==> src/rtl/pcs_pkg.sv <==
package pcs_pkg;
  localparam int OPW = 8;
  localparam int RIW = 3;
  localparam int FLAG_C = 7;
  localparam int FLAG_Z = 6;
  localparam int FLAG_S = 5;
  localparam int FLAG_V = 4;
  localparam int FLAG_H = 3;

  typedef enum logic [3:0] {
    K_SEQ, K_HALT, K_JMPI, K_JMPR, K_JCC, K_CALL, K_RET, K_PUSH, K_POP
  } op_kind_e;

  typedef enum logic [1:0] {SEL_C, SEL_Z, SEL_S, SEL_V} cond_sel_e;
endpackage

==> src/rtl/pcs_decode.sv <==
module pcs_decode
  import pcs_pkg::*;
(
  input  logic [OPW-1:0] opcode_i,
  output op_kind_e       kind_o,
  output logic           one_byte_o,
  output cond_sel_e      sel_o,
  output logic           neg_o
);
  always_comb begin
    kind_o     = K_SEQ;
    one_byte_o = 1'b0;
    sel_o      = SEL_C;
    neg_o      = opcode_i[0];
    casez (opcode_i)
      8'h00: begin kind_o = K_HALT; one_byte_o = 1'b1; end
      8'h01: one_byte_o = 1'b1;
      8'h02: kind_o = K_JMPI;
      8'h03: kind_o = K_JMPR;
      8'h04, 8'h05: begin kind_o = K_JCC; sel_o = SEL_C; end
      8'h06, 8'h07: begin kind_o = K_JCC; sel_o = SEL_Z; end
      8'h0A, 8'h0B: begin kind_o = K_JCC; sel_o = SEL_S; end
      8'h0C, 8'h0D: begin kind_o = K_JCC; sel_o = SEL_V; end
      8'h0E: kind_o = K_CALL;
      8'h0F: begin kind_o = K_RET; one_byte_o = 1'b1; end
      8'b10100???, 8'b11010???: one_byte_o = 1'b1;
      8'b11100???: begin kind_o = K_PUSH; one_byte_o = 1'b1; end
      8'b11110???: begin kind_o = K_POP; one_byte_o = 1'b1; end
      default: ;
    endcase
  end
endmodule

==> src/rtl/pcs_cond.sv <==
module pcs_cond
  import pcs_pkg::*;
(
  input  logic [7:0] flags_i,
  input  cond_sel_e  sel_i,
  input  logic       neg_i,
  output logic       take_o
);
  int unsigned idx;
  always_comb begin
    case (sel_i)
      SEL_C:   idx = FLAG_C;
      SEL_Z:   idx = FLAG_Z;
      SEL_S:   idx = FLAG_S;
      default: idx = FLAG_V;
    endcase
    take_o = flags_i[idx] ^ neg_i;
  end
endmodule

==> src/rtl/pcs_stack.sv <==
module pcs_stack #(
  parameter int W = 8
) (
  input  logic         clk_i,
  input  logic         rst_ni,
  input  logic         push_i,
  input  logic         pop_i,
  input  logic         hold_i,
  input  logic [W-1:0] push_data_i,
  output logic [W-1:0] sp_o,
  output logic [W-1:0] addr_o,
  output logic         we_o,
  output logic [W-1:0] wdata_o
);
  localparam logic [W-1:0] SP_TOP = '1;
  localparam logic [W-1:0] ONE    = W'(1);

  logic [W-1:0] sp_q, sp_dec;

  assign sp_dec  = sp_q - ONE;
  assign addr_o  = push_i ? sp_dec : sp_q;
  // top address is the switch port, never RAM
  assign we_o    = push_i && !hold_i && (sp_dec != SP_TOP);
  assign wdata_o = push_data_i;
  assign sp_o    = sp_q;

  always_ff @(posedge clk_i or negedge rst_ni) begin
    if (!rst_ni)                sp_q <= SP_TOP;
    else if (!hold_i && push_i) sp_q <= sp_dec;
    else if (!hold_i && pop_i)  sp_q <= sp_q + ONE;
  end
endmodule

==> src/rtl/pc_stack_seq.sv <==
module pc_stack_seq
  import pcs_pkg::*;
#(
  parameter int W = 8
) (
  input  logic         clk_i,
  input  logic         rst_ni,
  input  logic [7:0]   opcode_i,
  input  logic [W-1:0] operand_i,
  input  logic [7:0]   flags_i,
  input  logic [W-1:0] reg_val_i,
  input  logic [W-1:0] mem_rdata_i,
  input  logic [W-1:0] sw_i,
  output logic [2:0]   reg_idx_o,
  output logic [W-1:0] pc_o,
  output logic [W-1:0] sp_o,
  output logic [W-1:0] mem_addr_o,
  output logic         mem_we_o,
  output logic [W-1:0] mem_wdata_o,
  output logic [W-1:0] rd_data_o,
  output logic         halt_o
);
  localparam logic [W-1:0] PORT_ADDR = '1;
  localparam logic [RIW-1:0] SP_IDX  = '1;

  op_kind_e     kind;
  cond_sel_e    sel;
  logic         one_byte, neg, take, freeze, halt_q;
  logic [W-1:0] pc_q, pc_next, pc_seq, pc_ret_addr, reg_eff, sp_cur;

  pcs_decode i_decode (
    .opcode_i  (opcode_i),
    .kind_o    (kind),
    .one_byte_o(one_byte),
    .sel_o     (sel),
    .neg_o     (neg)
  );

  pcs_cond i_cond (
    .flags_i(flags_i),
    .sel_i  (sel),
    .neg_i  (neg),
    .take_o (take)
  );

  assign freeze      = halt_q || flags_i[FLAG_H] || (kind == K_HALT);
  assign reg_idx_o   = (kind == K_PUSH) ? opcode_i[RIW-1:0] : operand_i[RIW-1:0];
  assign reg_eff     = (reg_idx_o == SP_IDX) ? sp_cur : reg_val_i;
  assign pc_seq      = pc_q + (one_byte ? W'(1) : W'(2));
  assign pc_ret_addr = pc_q + W'(2);
  assign rd_data_o   = (mem_addr_o == PORT_ADDR) ? sw_i : mem_rdata_i;

  pcs_stack #(.W(W)) i_stack (
    .clk_i      (clk_i),
    .rst_ni     (rst_ni),
    .push_i     ((kind == K_CALL) || (kind == K_PUSH)),
    .pop_i      ((kind == K_RET) || (kind == K_POP)),
    .hold_i     (freeze),
    .push_data_i((kind == K_CALL) ? pc_ret_addr : reg_eff),
    .sp_o       (sp_cur),
    .addr_o     (mem_addr_o),
    .we_o       (mem_we_o),
    .wdata_o    (mem_wdata_o)
  );

  always_comb begin
    case (kind)
      K_JMPI, K_CALL: pc_next = operand_i;
      K_JMPR:         pc_next = reg_eff;
      K_JCC:          pc_next = take ? operand_i : pc_seq;
      K_RET:          pc_next = rd_data_o;
      default:        pc_next = pc_seq;
    endcase
  end

  always_ff @(posedge clk_i or negedge rst_ni) begin
    if (!rst_ni) begin
      pc_q   <= '0;
      halt_q <= 1'b0;
    end else begin
      halt_q <= halt_q || freeze;
      if (!freeze) pc_q <= pc_next;
    end
  end

  assign pc_o   = pc_q;
  assign sp_o   = sp_cur;
  assign halt_o = freeze;
endmodule

==> config.mk <==
export PLATFORM = sky130hd
export DESIGN_NAME = pc_stack_seq
export DESIGN_NICKNAME = d
export VERILOG_FILES = /design/src/rtl/pcs_pkg.sv /design/src/rtl/pcs_decode.sv /design/src/rtl/pcs_cond.sv /design/src/rtl/pcs_stack.sv /design/src/rtl/pc_stack_seq.sv
export SDC_FILE = /design/constraint.sdc
export NUM_CORES = 1
export LEC_CHECK = 0
export ABC_AREA = 0
export BUFFER_PORTS_ARGS = -buffer_cell sky130_fd_sc_hd__buf_2
export CORE_ASPECT_RATIO = 0.7
export CORE_MARGIN = 2
export CORE_UTILIZATION = 49
export CTS_CLUSTER_DIAMETER = 100
export CTS_CLUSTER_SIZE = 16
export DETAILED_ROUTE_END_ITERATION = 16
export PLACE_DENSITY = 0.83
export SYNTH_ARGS = -nofsm -noshare
export SYNTH_HDL_FRONTEND = slang
export SYNTH_HIERARCHICAL = 1
export SYNTH_SLANG_ARGS = --single-unit
==> constraint.sdc <==
create_clock -name clk_i -period 5.8 [get_ports clk_i]
set_input_delay 1.16 -clock clk_i [delete_from_list [all_inputs] [get_ports clk_i]]
set_output_delay 1.16 -clock clk_i [all_outputs]
set_load 0.02 [all_outputs]
After elaboration in Yosys (flattened, before gate mapping)
Index checks and enable logic that the tools add are counted.

operators by class
  add/subtract/negate cells = 4
  multiply operators = 0
  div/mod/pow operators = 0
  $lt $le $gt $ge = 1
  equal/unequal tests = 30
  shift operators = 0
  muxes and demuxes = 16
  bitwise gates (word level) = 1
  reductions and logical operators = 18

operators with widths
  kind                   number
  $mux W8                7
  $eq A8 B4 Y1 const B   6
  $eq A8 B3 Y1 const B   4
  $pmux W4 S8            1
  $pmux W8 S4            1
  $eq A5 B5 Y1 const B   4
  $eq A4 B3 Y1 const B   4
  $eq A8 B2 Y1 const B   2
  $pmux W2 S3            2
  $add A8 B1 Y8 const B  1
  $add A8 B2 Y8          1
  $add A8 B2 Y8 const B  1
  $eq A4 B2 Y1 const B   2
  $eq A8 B1 Y1 const B   1
  $eq A8 B8 Y1 const B   1
  $logic_not A8 Y1       1
  $ne A8 B8 Y1 const B   1
  $reduce_or A2 Y1       4
  $reduce_or A8 Y1       1
  $sub A8 B1 Y8 const B  1
  $reduce_or A7 Y1       1
  $logic_or A1 B1 Y1     5
  $eq A4 B1 Y1 const B   1
  $eq A4 B4 Y1 const B   1
  other kinds (13)       16

storage, ports and cells
  bits in registers = 17
  latch bits = 0
  memory bits (writable) = 0
  memory bits (read-only) = 0
  output and inout bits = 45
  memories kept = 0

Logic depth before layout (Yosys ltp)
Gate-level depths: netlist of run 1.

  depth in word-level cells = 10
  depth in mapped cells = 15
  depth with buffers taken out = 13

By module
The synthesis of run 1 kept the hierarchy.

by module, submodules not included
  module        times used  cells each  area each (sq um)
  pc_stack_seq  1           164         1306.3
  pcs_stack     1           93          780.7
  pcs_decode    1           26          176.4
  pcs_cond      1           2           31.3

Worst setup path after synthesis of run 1
Ideal clock, no wire load.

  path type = input -> output
  from = input opcode_i[5]
  to = output rd_data_o[1]
  arrival = 4.614 ns
  required time = 4.640 ns
  setup slack = 0.026 ns
  stages on the path = 11
  buffers on the path = 1
  cells stage by stage = or4_4 > o311ai_2 > buf_2 > nand2_1 > nor2_1 > nor4b_4 > or3b_4 > xnor2_1 > nand4_1 > nor2_2 > mux2_2

on the way
  cells in the longest elaborated chain, start to end = 8
  elaborated cells on any way between the ends = 23
  those cells by class = eq/ne: 17; mux: 3; reduce/logical: 3

RTL lines
  item                                                 RTL line            text
  start: declaration                                   pc_stack_seq.sv:8   input logic [7:0] opcode_i,
  $eq A8 B3 Y1 / $eq A8 B4 Y1 (equally long branches)  pcs_decode.sv:15    casez (opcode_i)
  $reduce_or A8 Y1 (no line)                           --
  $pmux W4 S8 *                                        pcs_decode.sv:15
  named net kind[0]                                    pc_stack_seq.sv:26  op_kind_e kind;
  $eq A4 B3 Y1                                         pc_stack_seq.sv:56  .push_i ((kind == K_CALL) || (kind == K_PUSH)),
  $logic_or A1 B1 Y1 *                                 pc_stack_seq.sv:56
  $mux W8 *                                            pcs_stack.sv:21     assign addr_o = push_i ? sp_dec : sp_q;
  named net mem_addr_o[5]                              pc_stack_seq.sv:17  output logic [W-1:0] mem_addr_o,
  $eq A8 B8 Y1 *                                       pc_stack_seq.sv:51  assign rd_data_o = (mem_addr_o == PORT_ADDR) ? sw_i : mem_rdata_i;
  $mux W8 *                                            pc_stack_seq.sv:51
  end: declaration                                     pc_stack_seq.sv:20  output logic [W-1:0] rd_data_o,

The timed path passes the listed nets; every way through them passes the cells marked *.

Worst setup path in the final report of run 1
  from = input opcode_i[5]
  to = output rd_data_o[7]

on the way
  cells in the longest elaborated chain, start to end = 8
  elaborated cells on any way between the ends = 23
  those cells by class = eq/ne: 17; mux: 3; reduce/logical: 3

RTL lines
  item                                                 RTL line
  $eq A8 B3 Y1 / $eq A8 B4 Y1 (equally long branches)  pcs_decode.sv:15
  $reduce_or A8 Y1 (no line)                           --
  $pmux W4 S8 *                                        pcs_decode.sv:15
  named net kind[0]                                    pc_stack_seq.sv:26
  $eq A4 B3 Y1                                         pc_stack_seq.sv:56
  $logic_or A1 B1 Y1 *                                 pc_stack_seq.sv:56
  $mux W8 *                                            pcs_stack.sv:21
  $eq A8 B8 Y1 *                                       pc_stack_seq.sv:51
  $mux W8 *                                            pc_stack_seq.sv:51

Marked as above.

==> results of run 1 <==
==> worst register-to-register path, cell delays in order (launching register included) <==
cell	delay, ns
dfstp_2	0.69
inv_1	0.10
ha_1	0.25
and4_1	0.21
xor2_1	0.17
nand4_1	0.16
nor2_2	0.10
buf_4	0.20
mux2_2	0.36
a221o_1	0.33
o221a_1	0.22
==> final cells by class <==
cell class	count	area share, %
Tap cell	55	2.48
Clock buffer	4	1.62
Inverter	11	1.49
Sequential cell	17	15.7
Multi-Input combinational cell	230	59.9
Timing Repair Buffer	100	18.8
==> stage by stage <==
| stage | hold slack [ns] | instance area, µm² |
|---|---|---|
| 4_1_cts | 0.585 | 2780 |
| 3_3_place_gp | 0.567 | 2740 |
| 3_5_place_dp | 0.576 | 2740 |
| 5_1_grt | 0.608 | 2780 |
| 2_1_floorplan | 0.594 | 2290 |
| 6_report | 0.587 | 2780 |
==> cells in the mapped netlist (all sizes together) (8+ instances only) <==
master  instances  share of area (%)
mux2           14                6.9
inv            11                1.8
dfstp           8                9.2
clkbuf         10                1.6
nor2           33                5.6
dfrtp           9                9.8
xor2           12                4.6
a21oi          21                4.7
buf            17                5.0
nand4           8                2.2
mux2i           8                4.0
o21ai          13                2.8
nand2          12                2.0
nand3          12                2.6
xnor2          10                3.8
==> metal layers <==
metal	part of all wire (%)	GRT usage (%)	wire (µm)
met1	44	34.9	2960
met2	45	43.6	3040
met3	9.7	6.30	651
met4	1.1	4.76	74
met5	0	0	0
==> registers in the layout, indices dropped and copies added, names as in the netlist <==
| name | count |
|---|---|
| halt_q | 1 |
| i_stack/sp_o | 8 |
| pc_o | 8 |
==> cells by family (layout without fill, tap and decap cells) <==
family / Yosys count / in the layout / share of synthesized area [%]
buffers and inverters: 38 / 115 / 8.40
AO/OA/AOI/OAI: 67 / 67 / 20.1
XOR/XNOR: 22 / 22 / 8.40
adder cells (fa/ha/maj): 6 / 6 / 3.60
AND/OR/NAND/NOR: 112 / 112 / 28.6
flip-flops: 17 / 17 / 19.0
multiplexers: 23 / 23 / 11.9
==> path summary, 6_finish.rpt <==
check / slack (ns) / start / end / cells after the start
max: 0.27 / opcode_i[5] / rd_data_o[7] / 14
min: 0.59 / i_stack/sp_o[2] / i_stack/sp_o[2] / 2
max reg2reg: 2.89 / i_stack/sp_o[1] / pc_o[1] / 10
min reg2reg: 0.59 / i_stack/sp_o[2] / i_stack/sp_o[2] / 2
max in group asynchronous: 4.64 / rst_ni / i_stack/sp_o[3] / 1
min in group asynchronous: 0.84 / rst_ni / pc_o[7] / 1
==> report_power, final <==
group / internal (mW) / total, mW / switching, mW
Combinational: 0.0571 / 0.130 / 0.0732
Sequential: 0.125 / 0.140 / 0.0143
Clock: 0.0488 / 0.0917 / 0.0428
Total: 0.231 / 0.361 / 0.130
==> out/qor.txt, run 1 <==
Pwr Density - 130 nW/µm²
Port bufs - 91
CP endpoint kind - primary output
Final worst slack - 0.272 ns
CP required - 4.64 ns
Clk_lat worst skew - 0.25 ns
CTS clk-pin slew, worst paths - 0.07 ns
Synth Instances - 285
Max_cap viols - 0
Critical path arrival - 4.37 ns
Core ar. - 4430 µm²
Fillers - 394
Fin Setup TNS - 0 ns
Post-layout util - 62.8%
IO Pins - 95
CTS root buf - clkbuf_8
Pre-CTS setup slack - 0.314 ns
Setup Skew - 0.00368 ns
Die width - 85.8 µm
Status - finished, violations left
Wire per inst - 16.1 µm
Multi-input gate area - 1670 µm²
Fmax - 0.181 GHz
Row cnt - 20
Vias per cell - 6.02
Die area - 5260 µm²
Fraction of registers with async set/reset - 100%
# clock sinks - 17
Number of setup violations in the final report - 0
Slew Limit Fails - 0
Number of synthesized flops with an enable pin - 0
Worst setup SP type - input pin
Clock Path Buffers - 2
DRC viols - 8
Highest fanout seen on the critical path - 8
CP peak stage delay - 0.54 ns
Share of layout cells above drive strength 1 - 39.0%
Kind of critical path - in -> out
Post-DRT Antenna Nets - 0
First-pass GRT wire length - 10700 µm
Vias in the first global route - 2264
RSZ-0062 raised after global routing - no
Syn_nets - 341
Cell Area, Synth - 2290 µm²
Iter 0 DRT Violations - 144
CTS Hold Bufs - 0
Yosys warnings - 6
Flip-flop and latch area - 435 µm²
Prevailing post-synth register cell - dfrtp_1
Setup repair bufs after CTS - 0
Post-DP HPWL - 5300 µm
Grt total ovfl - 0
Period Utilization, post-route - 95.3%
Max-slew headroom - 58.9%
Number of buffers created by CTS - 3
Nets - 419
FF+latch count, synth - 17
Placed cells - 413
CTS tree - yes
Peak VDD IR - 78.5 µV
Total power - 0.361 mW
Pin count of the biggest net entering global routing - 18
Layout overhead on the synthesized area - 21.2%
Aggregate global-route resource usage - 25.9%
Cts repair resizes - 0
Die H - 61.3 µm
Final Non-Filler Cells - 417
CP Buf/Inv Count - 3
Initial Util - 51.8%
Leak Pwr - 1.22 nW
Failing checks - DRC
Tmin final - 5.53 ns
Hold Crit Class - reg -> reg
Register area share after synthesis - 19.0%
Worst-Margin Slew - 0.614 ns
Final hold vios - 0
Pre-antenna DRT Iters - 12
CP Cell Sequence - buf_2, nor4_1, nand4_1, o311ai_2, nand2_1, nor2_1, nor4b_4, or3b_4, xnor2_1, nand4_1, nor2_2, buf_4, mux2_2, buf_2
GP Congestion - 0.921
Netlist cell types - 65
DRT Wirelength - 6730 µm
Avg Cell Area, Syn - 8.05 µm²
Slowest cell on the critical path - nor4_1
Commonest non-fill, non-tap cell in the layout - buf_2
Antenna diode count - 0
Initial antenna violation count - 0
Most frequent cells in the layout - buf_2 (91), nor2_1 (31), a21oi_1 (20)
Delay-heaviest family, CP - simple AND/OR/NAND/NOR gates
H-tree levels - 1
Total number of vias - 2509
(Power assumes the default switching activity.)
==> run 2: changes to the inputs <==
- CORE_ASPECT_RATIO: 0.7 -> 0.5
==> out/qor.txt, run 2 (synthesized netlist as in run 1, its figures left out) <==
Status - finished clean
First-pass GRT wire length - 10800 µm (+0.64%)
CTS clk-pin slew, worst paths - 0.07 ns (about the same)
Crit path top cell by count - buf_2
Peak VDD IR - 64.4 µV (-18%)
Antenna diode count - 0 (unchanged)
Pwr Density - 131 nW/µm² (+0.63%)
Fmax - 0.180 GHz (-0.51%)
Row cnt - 17 (-15%)
Max_cap viols - 0 (unchanged)
DRT Wirelength - 6660 µm (-1.0%)
Number of setup violations in the final report - 0 (unchanged)
Worst-Margin Slew - 0.578 ns (-0.0363 ns)
CP Cell Sequence - buf_2, or4_4, o311ai_2, nand2_1, nor2_1, nor4b_4, or3b_4, xnor2_1, nand4_1, nor2_2, buf_4, mux2_2, buf_2
H-tree levels - 1 (unchanged)
Kind of critical path - in -> out
Initial Util - 51.6% (-0.19 points)
Slew Limit Fails - 0 (unchanged)
CP required - 4.64 ns (about the same)
Period Utilization, post-route - 95.8% (+0.49 points)
Die area - 5280 µm² (+0.47%)
Final hold vios - 0 (unchanged)
CP peak stage delay - 0.55 ns (about the same)
Die width - 101 µm (+17%)
# clock sinks - 17 (unchanged)
GP Congestion - 0.904 (-1.9%)
RR Endpoint - pc_o[1]
Initial antenna violation count - 0 (unchanged)
Nets - 416 (-0.72%)
Hold EP - i_stack/sp_o[5]
Die H - 52.4 µm (-14%)
Post-DRT Antenna Nets - 0 (unchanged)
Hold_sp - i_stack/sp_o[5]
Share of layout cells above drive strength 1 - 39.0% (+0.047 points)
IO Pins - 95 (unchanged)
Final Non-Filler Cells - 416 (-0.24%)
Port bufs - 91 (unchanged)
Critical path arrival - 4.40 ns (+0.03 ns)
Tmin final - 5.56 ns (+0.0283 ns)
Slowest cell on the critical path - or4_4
Worst setup SP type - input pin
RSZ-0062 raised after global routing - no
Commonest non-fill, non-tap cell in the layout - buf_2
Most frequent cells in the layout - buf_2 (91), nor2_1 (31), a21oi_1 (20)
CTS root buf - clkbuf_8
DRC viols - 0 (-8)
CP Buf/Inv Count - 3 (unchanged)
CTS Hold Bufs - 0 (unchanged)
Number of buffers created by CTS - 3 (unchanged)
CTS tree - yes
Setup Skew - 0.00121 ns (-0.00248 ns)
Post-DP HPWL - 5180 µm (-2.3%)
Fin Setup TNS - 0 ns (unchanged)
CP endpoint kind - primary output
Vias in the first global route - 2352 (+3.9%)
Total number of vias - 2539 (+1.2%)
Pin count of the biggest net entering global routing - 19 (+1)
Hold Path Stages - 1 (-1)
Grt total ovfl - 0 (unchanged)
Worst R2R Path Depth - 9 (-1)
Delay-heaviest family, CP - simple AND/OR/NAND/NOR gates
Max-slew headroom - 61.1% (+2.2 points)
Highest fanout seen on the critical path - 8 (unchanged)
Wire per inst - 16.0 µm (-0.79%)
Iter 0 DRT Violations - 150 (+4.2%)
Core ar. - 4450 µm² (+0.37%)
Reg-to-reg slack, setup - 2.79 ns (-0.10 ns)
Leak Pwr - 1.21 nW (-0.96%)
FF-to-FF Start - i_stack/sp_o[1]
Aggregate global-route resource usage - 25.7% (-0.23 points)
Layout overhead on the synthesized area - 20.6%
Hold Crit Class - reg -> reg
Clock Path Buffers - 2 (unchanged)
Vias per cell - 6.10 (+1.4%)
Placed cells - 412 (-0.24%)
Pre-antenna DRT Iters - 5 (-7)
Clk_lat worst skew - 0.26 ns (about the same)
-- run 2: cell count changes in the layout (fill, tap and decap cells not counted), sizes merged --
cell,previous run,this run
clkinv,0,1
clkbuf,4,3
buf,100,97
-- run 2: area by class of cell --
class                           count  area [µm²]
Inverter                           11        41.3
Sequential cell                    17         435
Clock buffer                        3        41.3
Fill cell                         397        1680
Tap cell                           57        71.3
Timing Repair Buffer               97         500
Multi-Input combinational cell    230        1670
Clock inverter                      1        5.00
-- run 2: metal layers --
metal	wire, µm	track usage, %
met2	3050	45.2
met1	2760	32.6
met3	736	5.07
met4	110	6.85
met5	0	0
-- run 2: repair_timing --
item,4_1_cts,5_1_grt
resized for setup,0,1
buffers inserted,0,0
setup endpoints to repair,0,8
-- run 2: power by group --
part / internal (mW) / switching [mW] / leakage [nW]
Clock: 0.0478 / 0.0433 / 0.0255
Combinational: 0.0570 / 0.0735 / 1.00
Sequential: 0.125 / 0.0153 / 0.184
Total: 0.230 / 0.132 / 1.21
-- run 2: through the flow --
stage	worst slack (ns)	instance area (µm²)	total power [mW]	hold slack (ns)	utilization (%)
2_1_floorplan	0.0260	2290	0.228	0.594	-
3_3_place_gp	0.301	2720	0.267	0.582	61.1
3_5_place_dp	0.255	2720	0.270	0.581	61.1
4_1_cts	0.240	2760	0.362	0.592	62.1
5_1_grt	0.0326	2770	0.386	0.607	62.3
6_report	0.244	2770	0.362	0.590	62.3
-- run 2: worst max-delay path by stage --
stage / startpoint / cells after the start / slack (ns) / endpoint
floorplan: opcode_i[5] / 11 / 0.03 / rd_data_o[1]
global placement: opcode_i[5] / 13 / 0.30 / rd_data_o[4]
detailed placement: opcode_i[5] / 14 / 0.26 / rd_data_o[1]
CTS: opcode_i[5] / 14 / 0.24 / rd_data_o[1]
global route: opcode_i[5] / 13 / 0.03 / rd_data_o[1]
finish: opcode_i[5] / 13 / 0.24 / rd_data_o[1]
==> run 3: changes to the inputs <==
- MAX_ROUTING_LAYER: unset -> met4
- PLACE_DENSITY: 0.83 -> 0.86
==> out/qor.txt, run 3 (synthesized netlist as in run 1, its figures left out) <==
CP peak stage delay - 0.55 ns (about the same)
Crit path top cell by count - buf_2
Antenna diode count - 0 (unchanged)
Row cnt - 17 (unchanged)
Placed cells - 411 (-0.24%)
Clk_lat worst skew - 0.25 ns (about the same)
Post-DRT Antenna Nets - 0 (unchanged)
DRT Wirelength - 6770 µm (+1.7%)
Switching Share - 36.1% (-0.40 points)
Vias per cell - 6.20 (+1.5%)
Initial antenna violation count - 0 (unchanged)
CP required - 4.64 ns (about the same)
Worst setup SP type - input pin
Number of setup violations in the final report - 0 (unchanged)
Clock power frac - 24.2% (-0.9 points)
Slew Limit Fails - 0 (unchanged)
Most frequent cells in the layout - buf_2 (91), nor2_1 (31), a21oi_1 (20)
Post-layout util - 62.1% (-0.17 points)
Clock Path Buffers - 2 (unchanged)
Multi-input gate area - 1670 µm² (unchanged)
Combinational share of power - 36.8% (+0.7 points)
Register share of total power - 39.0% (+0.2 points)
Highest fanout seen on the critical path - 8 (unchanged)
Grt total ovfl - 0 (unchanged)
Kind of critical path - in -> out
Layout overhead on the synthesized area - 20.3%
First-pass GRT wire length - 10900 µm (+0.97%)
CTS tree - yes
CP Cell Sequence - buf_2, or4_4, o311ai_2, nand2_1, nor2_1, nor4b_4, or3b_4, xnor2_1, nand4_1, nor2_2, buf_4, mux2_2, buf_2
P_sw - 0.130 mW (-1.6%)
GP Congestion - 0.936 (+3.5%)
H-tree levels - 1 (unchanged)
Placed Area - 2710 µm² (-0.28%)
Fmax - 0.178 GHz (-1.0%)
Post-DP HPWL - 5380 µm (+3.9%)
Final Non-Filler Cells - 415 (-0.24%)
Max-slew headroom - 45.2% (-16 points)
Total number of vias - 2571 (+1.3%)
Period Utilization, post-route - 96.8% (+1.0 points)
IO Pins - 95 (unchanged)
Cts repair resizes - 0 (unchanged)
Number of buffers created by CTS - 3 (unchanged)
Port bufs - 91 (unchanged)
Int Power - 0.230 mW (about the same)
Pre-CTS setup slack - 0.215 ns (-0.0407 ns)
Fillers - 402 (+1.3%)
Status - finished clean
CTS root buf - clkbuf_8
Die width - 101 µm (unchanged)
Fin Setup TNS - 0 ns (unchanged)
Slowest cell on the critical path - or4_4
DRC viols - 0 (unchanged)
Core ar. - 4450 µm² (unchanged)
Final hold vios - 0 (unchanged)
Tmin final - 5.61 ns (+0.0577 ns)
Die H - 52.4 µm (unchanged)
Critical path arrival - 4.45 ns (+0.05 ns)
Worst-Margin Slew - 0.818 ns (+0.240 ns)
Wire per inst - 16.3 µm (+1.9%)
Pin count of the biggest net entering global routing - 19 (unchanged)
Initial Util - 51.6% (unchanged)
Total power - 0.360 mW (-0.55%)
CTS Hold Bufs - 0 (unchanged)
Commonest non-fill, non-tap cell in the layout - buf_2
Peak VDD IR - 73.9 µV (+15%)
Iter 0 DRT Violations - 206 (+37%)
Flip-flop and latch area - 435 µm² (unchanged)
Nets - 415 (-0.24%)
Post-route cell area - 2760 µm² (-0.27%)
Setup Skew - 0.00298 ns (+0.00177 ns)
Hold WS - 0.584 ns (-0.00642 ns)
Die area - 5280 µm² (unchanged)
Share of layout cells above drive strength 1 - 38.8% (-0.17 points)
Aggregate global-route resource usage - 26.7% (+1.0 points)
# clock sinks - 17 (unchanged)
Max_cap viols - 0 (unchanged)
RSZ-0062 raised after global routing - no
Pre-antenna DRT Iters - 5 (unchanged)
Hold Crit Class - reg -> reg
CP endpoint kind - primary output
CTS clk-pin slew, worst paths - 0.06 ns (about the same)
Vias in the first global route - 2291 (-2.6%)
Pwr Density - 130 nW/µm² (-0.28%)
Setup repair bufs after CTS - 0 (unchanged)
Leak Pwr - 1.21 nW (-0.45%)
Final worst slack - 0.186 ns (-0.0577 ns)
-- run 3: changes by cell type in the layout (fill, tap and decap cells not counted), sizes merged --
cell,before,now
buf,97,96
-- run 3: worst max-delay path: cells and delay by family --
| family | cells | cell delay, ns |
|---|---|---|
| AND/OR/NAND/NOR | 7 | 1.92 |
| AO/OA/AOI/OAI | 1 | 0.30 |
| buffers and inverters | 3 | 0.48 |
| multiplexers | 1 | 0.37 |
| XOR/XNOR | 1 | 0.21 |
-- run 3: cell type report --
class                   count  share of cell area (%)
clock buffers               3                    1.50
clock inverters             1                   0.181
flip-flops and latches     17                    15.8
repair buffers             96                    17.9
multi-input cells         230                    60.6
well taps                  57                    2.58
inverters                  11                    1.50
-- run 3: worst paths after layout --
path                                       from              end  slack [ns]  depth (start not counted)
worst min-delay path            i_stack/sp_o[5]  i_stack/sp_o[5]        0.58                          1
worst max register to register  i_stack/sp_o[1]          pc_o[6]        2.75                          9
worst max-delay path                opcode_i[5]     rd_data_o[4]        0.19                         13
worst min register to register  i_stack/sp_o[5]  i_stack/sp_o[5]        0.58                          1
max in group asynchronous                rst_ni  i_stack/sp_o[5]        4.66                          1
min in group asynchronous                rst_ni          pc_o[1]        0.82                          1
-- run 3: per-layer routing --
metal	vias to the layer above	share of wire (%)	GRT usage, %
met1	1224	42	34.8
met4	0	1.2	5.94
met5	-	0	-
li1	1193	-	-
met3	10	9.3	3.73
met2	144	47	44.9
-- run 3: power by group through the flow --
| stage | clock network, mW | logic, mW | registers (mW) |
|---|---|---|---|
| final | 0.0871 | 0.132 | 0.141 |
| after floorplan | 0 | 0.0870 | 0.141 |
| after CTS | 0.0889 | 0.132 | 0.140 |
| after global placement | 0 | 0.126 | 0.142 |
| after global routing | 0.0963 | 0.146 | 0.142 |
| after detailed placement | 0 | 0.131 | 0.142 |
